<file path="config.mk">
export PLATFORM = sky130hd
export DESIGN_NAME = keyed_watchdog
export DESIGN_NICKNAME = d
export VERILOG_FILES = /design/src/rtl/keyed_watchdog.sv
export SDC_FILE = /design/constraint.sdc
export NUM_CORES = 1
export LEC_CHECK = 0
export ABC_AREA = 1
export ABC_CLOCK_PERIOD_IN_PS = 2600
export CORE_MARGIN = 10
export CORE_UTILIZATION = 28
export DETAILED_ROUTE_END_ITERATION = 10
export SLEW_MARGIN = 40
export SYNTH_ARGS = -nofsm -noshare
export SYNTH_HDL_FRONTEND = slang
export SYNTH_SLANG_ARGS = --single-unit
</file>
<file path="constraint.sdc">
create_clock -name clk -period 2.6 [get_ports clk]
set_input_delay 0.78 -clock clk [delete_from_list [all_inputs] [get_ports clk]]
set_output_delay 0.78 -clock clk [all_outputs]
set_load 0.05 [all_outputs]
</file>
<file path="src/rtl/keyed_watchdog.sv">
module keyed_watchdog #(
  parameter int CNT_W      = 12,
  parameter int SYNC_TICKS = 3
) (
  input  logic        clk,
  input  logic        rst_n,
  input  logic        tick,
  input  logic        bus_sel,
  input  logic        bus_wr,
  input  logic [1:0]  bus_idx,
  input  logic [31:0] bus_wdata,
  output logic [31:0] bus_rdata,
  output logic        rst_req
);

  localparam int LAT_W = $clog2(SYNC_TICKS + 1);
  localparam logic [31:0] KEY_OPEN = 32'h0000_5555;
  localparam logic [31:0] KEY_GO   = 32'h0000_CCCC;
  localparam logic [31:0] KEY_FEED = 32'h0000_AAAA;
  localparam logic [LAT_W-1:0] LAT_INIT = LAT_W'(SYNC_TICKS);

  logic             unlock_q, run_q;
  logic [2:0]       pr_q, pr_act;
  logic [CNT_W-1:0] rl_q, rl_act, cnt_q;
  logic             pr_pend, rl_pend;
  logic [LAT_W-1:0] pr_lat, rl_lat;
  logic [7:0]       div_cnt, div_lim;

  wire wr     = bus_sel & bus_wr;
  wire wr_key = wr & (bus_idx == 2'd0);
  wire wr_pr  = wr & (bus_idx == 2'd1) & unlock_q;
  wire wr_rl  = wr & (bus_idx == 2'd2) & unlock_q;
  wire go     = wr_key & (bus_wdata == KEY_GO) & ~run_q;
  wire feed   = wr_key & (bus_wdata == KEY_FEED);

  always_ff @(posedge clk) begin
    if (!rst_n)      unlock_q <= 1'b0;
    else if (wr_key) unlock_q <= (bus_wdata == KEY_OPEN);
  end

  always_ff @(posedge clk) begin
    if (!rst_n) begin
      pr_q    <= 3'd0;
      pr_act  <= 3'd0;
      pr_pend <= 1'b0;
      pr_lat  <= '0;
    end else if (wr_pr) begin
      pr_q    <= bus_wdata[2:0];
      pr_pend <= 1'b1;
      pr_lat  <= LAT_INIT;
    end else if (pr_pend && tick) begin
      pr_lat <= pr_lat - 1'b1;
      if (pr_lat == LAT_W'(1)) begin
        pr_act  <= pr_q;
        pr_pend <= 1'b0;
      end
    end
  end

  always_ff @(posedge clk) begin
    if (!rst_n) begin
      rl_q    <= '1;
      rl_act  <= '1;
      rl_pend <= 1'b0;
      rl_lat  <= '0;
    end else if (wr_rl) begin
      rl_q    <= bus_wdata[CNT_W-1:0];
      rl_pend <= 1'b1;
      rl_lat  <= LAT_INIT;
    end else if (rl_pend && tick) begin
      rl_lat <= rl_lat - 1'b1;
      if (rl_lat == LAT_W'(1)) begin
        rl_act  <= rl_q;
        rl_pend <= 1'b0;
      end
    end
  end

  always_comb begin
    if (pr_act == 3'd7) div_lim = 8'd255;
    else                div_lim = 8'((16'd4 << pr_act) - 16'd1);
  end

  always_ff @(posedge clk) begin
    if (!rst_n) begin
      run_q   <= 1'b0;
      cnt_q   <= '1;
      div_cnt <= '0;
      rst_req <= 1'b0;
    end else begin
      rst_req <= 1'b0;
      if (go) begin
        run_q   <= 1'b1;
        cnt_q   <= rl_act;
        div_cnt <= '0;
      end else if (feed) begin
        cnt_q   <= rl_act;
        div_cnt <= '0;
      end else if (run_q && tick) begin
        if (div_cnt >= div_lim) begin
          div_cnt <= '0;
          if (cnt_q == '0) begin
            rst_req <= 1'b1;
            cnt_q   <= rl_act;
          end else begin
            cnt_q <= cnt_q - 1'b1;
          end
        end else begin
          div_cnt <= div_cnt + 1'b1;
        end
      end
    end
  end

  always_comb begin
    case (bus_idx)
      2'd1:    bus_rdata = {29'd0, pr_q};
      2'd2:    bus_rdata = {{(32-CNT_W){1'b0}}, rl_q};
      2'd3:    bus_rdata = {30'd0, rl_pend, pr_pend};
      default: bus_rdata = 32'd0;
    endcase
  end

endmodule


</file>
==> results of run 1 <==
registers in the layout, indices dropped and copies added, names as in the netlist:
register	cells
pr_pend	1
pr_q	3
pr_act	3
rl_pend	1
rl_lat	2
cnt_q	12
unlock_q	1
rl_act	12
div_cnt	8
run_q	1
rst_req	1
rl_q	12
pr_lat	2
path summary, 6_finish.rpt:
kind,startpoint,end,slack [ns],depth (start not counted)
min reg2reg,pr_lat[0]$_SDFFE_PN0P_,pr_lat[0]$_SDFFE_PN0P_,0.46,1
min,pr_lat[0]$_SDFFE_PN0P_,pr_lat[0]$_SDFFE_PN0P_,0.46,1
max,bus_idx[1],bus_rdata[2],0.11,5
max reg2reg,pr_act[2]$_SDFFE_PN0P_,cnt_q[2]$_SDFFE_PN1P_,0.18,16
cells by family (layout without fill, tap and decap cells):
group                    count (synthesis)  after routing  synth area share (%)
adder cells (fa/ha/maj)                 12             12                  4.08
buffers and inverters                  124            172                  15.9
AO/OA/AOI/OAI                           59             59                  9.90
flip-flops                              59             59                  32.1
AND/OR/NAND/NOR                        286            286                  35.3
other                                    1             20                 0.102
XOR/XNOR                                11             11                  2.62
placed cells by master (no fill, tap or decap), types with 3 or more instances in the layout:
cell	count
sky130_fd_sc_hd__nand2_1	123
sky130_fd_sc_hd__inv_1	71
sky130_fd_sc_hd__dfxtp_1	59
sky130_fd_sc_hd__nor2_1	53
sky130_fd_sc_hd__nand3_1	48
sky130_fd_sc_hd__clkdlybuf4s50_1	37
sky130_fd_sc_hd__o211ai_1	24
sky130_fd_sc_hd__conb_1	20
sky130_fd_sc_hd__nor2_2	17
sky130_fd_sc_hd__a21oi_1	16
sky130_fd_sc_hd__o21ai_0	15
sky130_fd_sc_hd__buf_12	15
sky130_fd_sc_hd__buf_4	12
sky130_fd_sc_hd__ha_1	11
sky130_fd_sc_hd__inv_2	10
sky130_fd_sc_hd__nand4_1	10
sky130_fd_sc_hd__nand3_2	9
sky130_fd_sc_hd__clkbuf_16	9
sky130_fd_sc_hd__nor3_1	8
sky130_fd_sc_hd__clkinv_1	7
sky130_fd_sc_hd__xor2_1	7
sky130_fd_sc_hd__nor3_2	6
sky130_fd_sc_hd__nand2_2	4
sky130_fd_sc_hd__xnor2_1	4
sky130_fd_sc_hd__nand2_4	3
sky130_fd_sc_hd__clkinv_2	3
critical path, stage by stage:
cell	delay, ns
sky130_fd_sc_hd__dlygate4sd2_1	0.28
sky130_fd_sc_hd__buf_6	0.15
sky130_fd_sc_hd__nor2_2	0.15
sky130_fd_sc_hd__a22o_1	0.21
sky130_fd_sc_hd__buf_12	0.15
power groups by stage:
stage | logic, µW | registers, µW | clock network (µW)
floorplan | 176 | 927 | 0
global placement | 290 | 927 | 0
detailed placement | 293 | 927 | 0
CTS | 299 | 908 | 1190
global route | 317 | 907 | 1240
finish | 298 | 908 | 1170
metrics by stage:
stage	setup WS (ns)	TNS, ns	instances
after global placement	-0.155	-1.75	772
after CTS	0.0487	0	789
after global routing	-0.0187	-0.0279	791
final	0.107	0	791
after floorplan	0.0315	0	571
after detailed placement	-0.180	-1.91	772
what timing repair did:
action | 4_1_cts | 5_1_grt
resized for setup | 16 | 12
buffers inserted | 1 | 2
hold buffers | 0 | 0
cloned | 0 | 0
pin swaps | 1 | 2
setup endpoints to repair | 12 | 20
routing by layer:
layer	GRT usage (%)	wire (µm)	vias to the layer above
li1	-	-	1849
met1	10.4	3790	1601
met2	17.4	4290	93
met3	4.04	669	19
met4	5.50	257	0
met5	0	0	-
cell type report:
class                      count  area [µm²]
sequential                    59        1180
fill                        1385        7840
clock buffer                  11         243
timing repair buffer          68         801
inverter                      88         330
clock inverter                 5        52.6
multi-input combinational    388        2060
tap                          172         215
==> flow_results.org, run 1 <==
** Status
- The run finished with clean final reports.

** Timing
- Setup violations remaining at the end of the flow were counted as 0.
- Across all hold checks on the routed design, the worst slack comes to 0.458 ns.
- Max-slew violation total from the final report :: 0
- Fraction of the cycle the final worst path needs :: 95.9%
- The worst pin sits at a relative slew slack of 58.9%.
- Hold violation count in the final report :: 0
- On the final layout, the worst clock skew is 0.00639 ns.
- Fin crit period :: between 2 and 2.5 ns
- Based on the critical path, the design can be clocked at up to 0.401 GHz.
- For the pin with the worst max-slew slack, the measured transition is around 0.62 ns.

** Pwr
- Total power for the finished layout comes to 2370 µW.
- Summed over all cells, the static leakage comes to 0.00241 µW.
- Power Dens Cells :: 486 nW/µm²
- Combinational share of power :: 12.6%
- Of the total power, registers draw 38.3%.
- Internal power :: about 1800 µW
- Switching power :: between 500 and 600 µW
- In this run switching power makes up 24.8% of total power.
- Part of the total power dissipated in the clock network :: about half
- IR analysis of the VDD net gives a maximum drop of 0.286 mV.

** Setup path
- Critical Path RT :: about 1.8 ns
- STA puts the critical path data arrival time at ~1.7 ns.
- Crit Path Class :: in -> out
- Worst-path fanout max :: 5
- Type of origin of the critical path :: primary input
- The worst setup path is captured at an output pin.

** Synthesis
- Synthesized instance count :: 552
- Yosys warning total :: 0
- Proportion of register bits with asynchronous set or reset after synthesis :: 0%
- Counting distinct cell types in the post-synthesis netlist gives 34.
- Each instance of the synthesized netlist takes up on average 6.66 µm².
- After synthesis, the largest area contributor takes up 32.1% of total cell area.
- Most repeated cell in the gate-level netlist after synthesis :: sky130_fd_sc_hd__nand2_1
- After synthesis, the cell types taking the most area are sky130_fd_sc_hd__dfxtp_1, sky130_fd_sc_hd__nand2_1, sky130_fd_sc_hd__inv_1.
- Register area share after synthesis :: between 30% and 40%
- Count of flip-flops with a built-in enable after synthesis :: 0
- The synthesized design spends more area on one cell type than any other, namely sky130_fd_sc_hd__dfxtp_1.
- The most used flip-flop cell after synthesis is sky130_fd_sc_hd__dfxtp_1.
- By count the netlist is led by sky130_fd_sc_hd__nand2_1, sky130_fd_sc_hd__inv_1, sky130_fd_sc_hd__nor2_1.
- Number of synthesized register bits :: 59
- After synthesis the cells add up to 3680 µm².

** CTS
- Number of buffers added by the clock tree synthesis step :: 9
- The longest clock path from root to sink contains 2 buffers.
- TritonCTS built the clock tree.
- Clock slew at reported path FFs :: 0.05 ns
- Number of H-tree branching levels :: 3
- Counting every sink on the clock net gives a little under 60.
- For the worst-skew pair, the clock arrives at the later sink with an insertion delay of 0.33 ns.
- Root Buffer Master :: sky130_fd_sc_hd__clkbuf_16

** Floorplanning
- In this run the horizontal extent of the chip is 135 µm.
- The die covers 18,100 µm².
- Initial Util :: 28.9%
- Std-Cell Core Area :: 12,700 µm²
- The floorplan has 41 rows.
- During I/O placement, the number of pins put on the boundary was 72.
- Die span in y :: about 130 µm

** Global route
- Gr usage total :: 10.2%
- The first global-routing pass estimated 15,400 µm of wire.
- Vias in the first global route :: roughly 3,600
- The initial antenna violation count came to 0.
- Total congestion overflow :: 0
- Entering global routing, the biggest net connects 53 pins.

** Job
- Max-capacitance violation count :: 0

** Drt
- For this block, the via count after detailed routing is 3,562.
- For this block, the routed nets add up to 9000 µm of wire.
- Avg Vias per Cell :: between 4 and 5
- Dividing the detail-routed wire length by the instance count gives 11.4 µm.
- Post-route DRC :: 0
- Antenna viol nets, final :: 0
- DRC violation total after the first TritonRoute iteration :: approximately 110
- The first TritonRoute pass finished after 5 iterations.

** Placed design
- During placement, the flow inserted port buffers numbering 51.
- Post-DP HPWL :: 7100 µm
- Summing all placed instances gives a cell area of 4480 µm².
- At the end of routability-driven placement, the weighted congestion stood at between 0.8 and 0.9.

** Finish
- Cells fill 38.4% of the core in the end.
- Of the cells placed in the final design, the portion with a size suffix greater than 1 is 15.7%.
- The area growth from synthesis to layout is 32.7%.
- Final non-filler cell area :: between 4000 and 5000 µm²
- 0 antenna diodes ended up in the layout.
- The net count of the finished layout is 665.

** Worst hold path
- In this run the worst hold path is classified as reg -> reg.
No activity file was read; power rests on OpenSTA's default activity.
==> inputs of run 2 (changes only) <==
--- a/config.mk
+++ b/config.mk
@@ -10,6 +10,7 @@
 export CORE_MARGIN = 10
 export CORE_UTILIZATION = 28
 export DETAILED_ROUTE_END_ITERATION = 10
+export GPL_TIMING_DRIVEN = 0
 export SLEW_MARGIN = 40
 export SYNTH_ARGS = -nofsm -noshare
 export SYNTH_HDL_FRONTEND = slang
==> flow_results.org, run 2 (synthesis results as in run 1) <==
** Pwr
- The peak supply drop is 0.231 mV (-19%).
- Power Dens Cells :: 492 nW/µm² (+1.2%)
- Static Leak :: 0.00249 µW (+3.4%)
- The total power draw came to 2390 µW (+0.56%).

** CTS
- Clock slew at reported path FFs :: 0.05 ns (about the same)
- Number of buffers added by the clock tree synthesis step :: 9 (unchanged)
- The clock sink count is 59 (unchanged).
- The buffer levels on the longest clock path is 2 (unchanged).
- The clock insertion delay at the later pin of the skew report was 0.33 ns (about the same).
- Root Buffer Master :: sky130_fd_sc_hd__clkbuf_16
- TritonCTS built the clock tree.
- Number of H-tree branching levels :: 3 (unchanged)

** Finish
- Layout overhead on the synthesized area :: 31.9%
- The net count reported at finish was 688 (+3.5%).
- The antenna diode instance count is 0 (unchanged).
- The utilization of the core after routing came to 38.1% (-0.23 points).
- Leaving out fill and tap cells, the most frequent cell in the layout is sky130_fd_sc_hd__nand2_1.
- Leading cell types in the layout, fill and taps excluded :: sky130_fd_sc_hd__nand2_1, sky130_fd_sc_hd__inv_1, sky130_fd_sc_hd__nor2_1
- The fraction of layout cells with a size suffix above 1 is 17.2% (+1.5 points).
- The largest registers in the layout are cnt_q x12, rl_act x12, rl_q x12.

** Setup path
- The peak fanout along the critical path is 10 (+5).
- In this run the critical register-to-register path is captured at cnt_q[3]$_SDFFE_PN1P_.
- Walking the worst path, the cells encountered are clkdlybuf4s15_2 > inv_2 > nand2_2 > buf_6 > nor2_1 > buf_2.
- In this run the critical register-to-register path is launched from pr_act[2]$_SDFFE_PN0P_.
- STA classifies the critical path startpoint as a primary input.
- The delay of the slowest cell on the worst path was 0.29 ns (about the same).
- The depth of the most critical reg-to-reg path came to 16 (unchanged).
- The arrival time at the worst endpoint is 1.74 ns (+0.03 ns).
- Reg-to-reg setup timing slack :: 0.14 ns (-0.04 ns)
- The buffer and inverter count on the worst path was 4 (+1).
- For this design, the slowest cell found on the critical path is sky130_fd_sc_hd__buf_2.
- The setup path with the least slack is of type in -> out.
- Critical Path RT :: 1.82 ns (about the same)
- Critical Path Sink Type :: output pin
- CP delay by family, top :: buffers and inverters

** Timing
- Hold violation count in the final report :: 0 (unchanged)
- Final Setup Violations :: 0 (unchanged)
- Max-slew violation total from the final report :: 0 (unchanged)
- Worst clock skew :: 0.0100 ns (+0.00365 ns)
- Worst hold-check slack :: 0.469 ns (+0.0105 ns)
- Headroom to the max-slew limit :: 65.9% (+7.0 points)
- The pin slew with the least headroom to its limit came to 0.512 ns (-0.103 ns).
- The maximum operating frequency came to 0.396 GHz (-1.3%).
- The final period demand of the worst path came to 2.52 ns (+0.0317 ns).
- Fraction of the cycle the final worst path needs :: 97.1% (+1.2 points)

** Floorplanning
- The number of rows created at floorplan came to 41 (unchanged).
- I/O pins :: 72 (unchanged)
- The core outline area is 12,700 µm² (unchanged).
- Width of the chip :: 135 µm (unchanged)
- Area of the die :: 18,100 µm² (unchanged)
- The effective utilization at floorplan was 28.9% (unchanged).
- Die span in y :: 135 µm (unchanged)

** Global route
- The maximum number of pins on one net before global-route repair came to 11 (-79%).
- First-pass GRT wire length :: 16,300 µm (+5.8%)
- Gr usage total :: 10.7% (+0.54 points)
- The via count of the first global-routing pass was 3,670 (+2.7%).
- Initial antenna violation count :: 0 (unchanged)
- Grt met3 use :: 4.12% (+0.074 points)
- Total congestion overflow :: 0 (unchanged)
- Met1 Use GR :: 11.4% (+1.0 points)
- met2 is the most crowded layer.
- Met2 Track Usage GR :: 18.2% (+0.82 points)

** Drt
- The per-cell routed wire length is 11.9 µm (+5.0%).
- Antenna viol nets, final :: 0 (unchanged)
- Number of optimization iterations in the first detailed-route pass :: 4 (-1)
- The post-detailed-route DRC marker count is 0 (unchanged).
- The number of vias per cell after detailed routing came to 4.51 (about the same).
- The sum of routed wire length over all layers was 9700 µm (+7.7%).
- The number of DRC markers after the initial detailed-route iteration was 129 (+19%).
- The via count is 3,660 (+2.8%).

** Status
- The flow ran to the end, and the final reports show no timing, DRC or antenna violations.

** Worst hold path
- Path class of the lowest-slack min-delay path :: reg -> reg
- Worst Hold Launch :: rl_act[10]$_SDFFE_PN1P_
- The instance count along the most critical hold path was 2 (+1).
- The path with the worst hold slack has its endpoint at rl_act[10]$_SDFFE_PN1P_.

** Placed design
- The placed wire-length estimate after detailed placement was 7500 µm (+5.7%).
- The placer's final routability congestion estimate is 0.827 (-2.4%).
- Port bufs :: 50 (-2.0%)

** Job
- Max-capacitance violation count :: 0 (unchanged)
[run 2: cell count changes in the layout (fill, tap and decap cells not counted), sizes merged]
cell           before  now
buf                29   47
clkbuf             11   18
clkdlybuf4s15       0    2
clkdlybuf4s50      37   36
clkinv             10    8
clkinvlp            1    0
dlygate4sd2         2    0
[run 2: area by class of cell]
cell class / count / area (µm²)
repair buffers: 55 / 509
fillers: 1401 / 7870
inverters: 88 / 330
flip-flops and latches: 59 / 1180
clock inverters: 2 / 35.0
plain buffers: 36 / 274
well taps: 172 / 215
clock buffers: 12 / 267
multi-input cells: 388 / 2040
[run 2: worst max-delay path by stage]
stage | cells past startpoint | to | slack, ns | startpoint
CTS | 17 | cnt_q[6]$_SDFFE_PN1P_ | 0.03 | pr_act[0]$_SDFFE_PN0P_
detailed placement | 6 | bus_rdata[2] | -0.99 | bus_idx[1]
finish | 6 | bus_rdata[3] | 0.08 | bus_idx[0]
global route | 16 | cnt_q[3]$_SDFFE_PN1P_ | -0.05 | pr_act[2]$_SDFFE_PN0P_
floorplan | 4 | bus_rdata[10] | 0.03 | bus_idx[0]
global placement | 6 | bus_rdata[2] | -0.99 | bus_idx[1]
[run 2: what timing repair did]
item                                    in CTS  in global routing
hold buffers                                 0                  0
endpoints found under the setup margin      22                 21
pin swaps                                    0                  5
endpoints found under the hold margin        0                  0
buffers inserted                             0                  4
gates cloned                                 0                  1
gates resized for setup                     77                 17
[run 2: worst min-delay path, stage by stage, from the launching register on]
cell                       delay [ns]
sky130_fd_sc_hd__dfxtp_1         0.32
sky130_fd_sc_hd__nand2_1         0.05
sky130_fd_sc_hd__o211ai_1        0.06
[run 2: metal layers]
layer  wire length [µm]  share of wire (%)  vias up
met2               4620                 48      104
met1               4080                 42     1643
li1                   -                  -     1890
met4                278                2.9        0
met5                  0                  0        -
met3                710                7.3       23
[run 2: stage by stage]
step	setup WS, ns	instance area (µm²)	cells	setup TNS (ns)
floorplan	0.0315	3750	571	0
global placement	-0.991	4470	793	-10.83
detailed placement	-0.987	4470	793	-11.43
CTS	0.0258	4740	807	0
global route	-0.0519	4850	812	-0.275
finish	0.0755	4850	812	0
[run 2: power breakdown]
| part | total (µW) | internal [µW] | switching [µW] |
|---|---|---|---|
| Combinational | 277 | 98.8 | 178 |
| Clock | 1200 | 806 | 397 |
| Sequential | 908 | 907 | 0.970 |
==> inputs of run 3 (changes only) <==
--- a/config.mk
+++ b/config.mk
@@ -11,6 +11,8 @@
 export CORE_UTILIZATION = 28
 export DETAILED_ROUTE_END_ITERATION = 10
 export GPL_TIMING_DRIVEN = 0
+export HOLD_SLACK_MARGIN = 0.06
+export SKIP_LAST_GASP = 1
 export SLEW_MARGIN = 40
 export SYNTH_ARGS = -nofsm -noshare
 export SYNTH_HDL_FRONTEND = slang
==> flow_results.org, run 3 (synthesis results as in run 1) <==
** Placed design
- Post-place instance area :: 4470 µm² (unchanged)
- Post-DP HPWL :: 7500 µm (unchanged)
- Port bufs :: 50 (unchanged)
- The placed cell count was 793 (unchanged).
- The worst setup slack after placement is -0.987 ns (unchanged).
- The placer's final routability congestion estimate was 0.827 (unchanged).

** CTS
- Later-pin clock latency in the skew report :: 0.33 ns (about the same)
- The total CTS buffers is 9 (unchanged).
- The buffer levels on the longest clock path came to 2 (unchanged).
- Clock slew at reported path FFs :: 0.05 ns (about the same)
- Number of H-tree branching levels :: 3 (unchanged)
- TritonCTS built the clock tree.
- Clock Sink Count :: 59 (unchanged)
- Root Buffer Master :: sky130_fd_sc_hd__clkbuf_16
- The count of hold buffers inserted by post-cts repair is 0 (unchanged).

** Timing
- Slew at the pin closest to its max-slew limit :: 0.505 ns (-0.00653 ns)
- The total of endpoints with negative setup slack in the final report is 0 (unchanged).
- Final WS setup :: 0.0887 ns (+0.0131 ns)
- Fraction of the cycle the final worst path needs :: 96.6% (-0.51 points)
- The maximum clock skew at final layout came to 0.00970 ns (-0.000343 ns).
- The maximum operating frequency was 0.398 GHz (+0.52%).
- The total count of hold-check failures in the final report is 0 (unchanged).
- The number of pins exceeding their max-slew limit in the final report came to 0 (unchanged).
- Headroom to the max-slew limit :: 66.2% (+0.33 points)
- The final period demand of the worst path is 2.51 ns (-0.0131 ns).
- Worst hold-check slack :: 0.469 ns (unchanged)

** Setup path
- The slowest stage of the critical path is the sky130_fd_sc_hd__clkdlybuf4s15_2 cell.
- The minimum setup slack among reg-to-reg paths came to 0.13 ns (about the same).
- The data required time of the critical path is 1.82 ns (about the same).
- The buffer and inverter count on the worst path is 4 (unchanged).
- The delay of the slowest cell on the worst path came to 0.25 ns (-0.04 ns).
- The critical path is of the in -> out type.
- Endpoint arrival time on the critical path :: 1.73 ns (about the same)
- Worst-path fanout max :: 10 (unchanged)
- Type of origin of the critical path :: primary input
- Walking the worst path, the cells encountered are clkdlybuf4s15_2 > nand2_2 > buf_6 > inv_1 > a22o_1 > buf_4.
- The worst setup path is captured at an output pin.
- The cell family contributing the most delay on the critical path is buffers and inverters.

** Floorplanning
- Area of the die :: 18,100 µm² (unchanged)
- Initial Util :: 28.9% (unchanged)
- The top-level I/O count came to 72 (unchanged).
- Std-Cell Core Area :: 12,700 µm² (unchanged)
- The number of rows created at floorplan was 41 (unchanged).
- The vertical die dimension is 135 µm (unchanged).
- Width of the chip :: 135 µm (unchanged)

** Global route
- Maximum number of pins on one net before global-route repair :: 11 (unchanged)
- The via count of the first global-routing pass was 3,670 (unchanged).
- The total global-route track usage is 10.7% (unchanged).
- The global-route wire length before repair came to 16,300 µm (unchanged).
- Initial antenna violation count :: 0 (unchanged)
- Total congestion overflow :: 0 (unchanged)

** Finish
- The register area came to 1180 µm² (unchanged).
- The fraction of layout cells with a size suffix above 1 came to 17.0% (-0.16 points).
- Footprint of the multi-input gates :: 2030 µm² (-0.25%)
- The antenna diode instance count is 0 (unchanged).
- Final non-filler cell area :: 4840 µm² (-0.23%)
- In the final layout, the registers with the most flip-flops are cnt_q x12, rl_act x12, rl_q x12.
- The count of placed standard cells in the final layout, fillers left out was 812 (unchanged).
- Layout overhead on the synthesized area :: 31.6%
- Leaving out fill and tap cells, the most frequent cell in the layout is sky130_fd_sc_hd__nand2_1.
- The library cells used most frequently in the layout, excluding fill and tap cells, are sky130_fd_sc_hd__nand2_1, sky130_fd_sc_hd__inv_1, sky130_fd_sc_hd__nor2_1.
- The number of inserted filler cells in the final layout is 1,403 (+0.14%).
- The net count reported at finish is 688 (unchanged).

** Drt
- The met1 wire length was 4070 µm (-0.44%).
- The count of antenna-violating nets left after detailed routing is 0 (unchanged).
- Avg WL per Cell :: 11.9 µm (-0.34%)
- The sum of met2 wire segment lengths after detailed routing came to 4610 µm (-0.26%).
- After detailed routing, no signal wire sits above met4.
- Routed length on met3 :: 744 µm (+4.8%)
- The number of optimization iterations in the first detailed-route pass came to 6 (+2).
- DRC violation total after the first TritonRoute iteration :: 136 (+5.4%)
- The via count is 3,635 (-0.68%).
- The post-detailed-route DRC marker count was 0 (unchanged).
- Routed WL :: 9660 µm (-0.34%)
- Avg Vias per Cell :: 4.48 (-0.68%)

** Pwr
- The peak supply drop came to 0.234 mV (+1.3%).
- The power density over cell area came to 493 nW/µm² (+0.17%).
- Static Leak :: 0.00249 µW (-0.24%)

** Status
- Result of the run :: complete, no violations

** Worst hold path
- The tightest min-delay check is of the reg -> reg type.

** Job
- The number of maximum-capacitance violations was 0 (unchanged).
[run 3: cell count changes in the layout (fill, tap and decap cells not counted), sizes merged]
cell,previous run,this run
clkbuf,18,19
clkdlybuf4s15,2,1
[run 3: layout make-up]
| type | count | share of cell area (%) |
|---|---|---|
| Timing Repair Buffer | 55 | 10.4 |
| Tap cell | 172 | 4.44 |
| Clock inverter | 2 | 0.724 |
| Multi-Input combinational cell | 388 | 42.0 |
| Inverter | 88 | 6.82 |
| Clock buffer | 12 | 5.50 |
| Sequential cell | 59 | 24.5 |
| Buffer | 36 | 5.66 |
[run 3: tightest hold or removal path, stage by stage (launching register included)]
cell	delay, ns
sky130_fd_sc_hd__dfxtp_1	0.32
sky130_fd_sc_hd__nand2_1	0.05
sky130_fd_sc_hd__o211ai_1	0.06
[run 3: routing by layer]
layer  global-route usage, %  up-vias
met3                    4.12       22
met5                       0        -
met4                    4.96        0
met2                    18.2       94
met1                    11.4     1627
li1                        -     1892
[run 3: worst paths after layout]
kind	start	endpoint	depth (start not counted)
setup / recovery	bus_idx[1]	bus_rdata[2]	6
hold / removal	rl_act[10]$_SDFFE_PN1P_	rl_act[10]$_SDFFE_PN1P_	2
setup reg to reg	pr_act[2]$_SDFFE_PN0P_	cnt_q[3]$_SDFFE_PN1P_	16
hold reg to reg	rl_act[10]$_SDFFE_PN1P_	rl_act[10]$_SDFFE_PN1P_	2
[run 3: what timing repair did]
action / 4_1_cts / 5_1_grt
gates cloned: 0 / 1
pin swaps: 0 / 5
endpoints found under the setup margin: 22 / 25
gates resized for setup: 76 / 17
buffers inserted: 0 / 4
[run 3: through the flow]
| step | setup TNS, ns | power [µW] | utilization, % |
|---|---|---|---|
| floorplan | 0 | 1100 | - |
| global placement | -10.83 | 1210 | 35.1 |
| detailed placement | -11.43 | 1210 | 35.1 |
| CTS | -0.000204 | 2400 | 37.2 |
| global route | -0.275 | 2470 | 38.1 |
| finish | 0 | 2390 | 38.1 |
[run 3: report_power, final]
group          leakage, µW  switching, µW  total [µW]  internal [µW]
combinational      0.00186            177         276           98.1
sequential        0.000478          0.975         908            907
clock             0.000151            396        1200            806
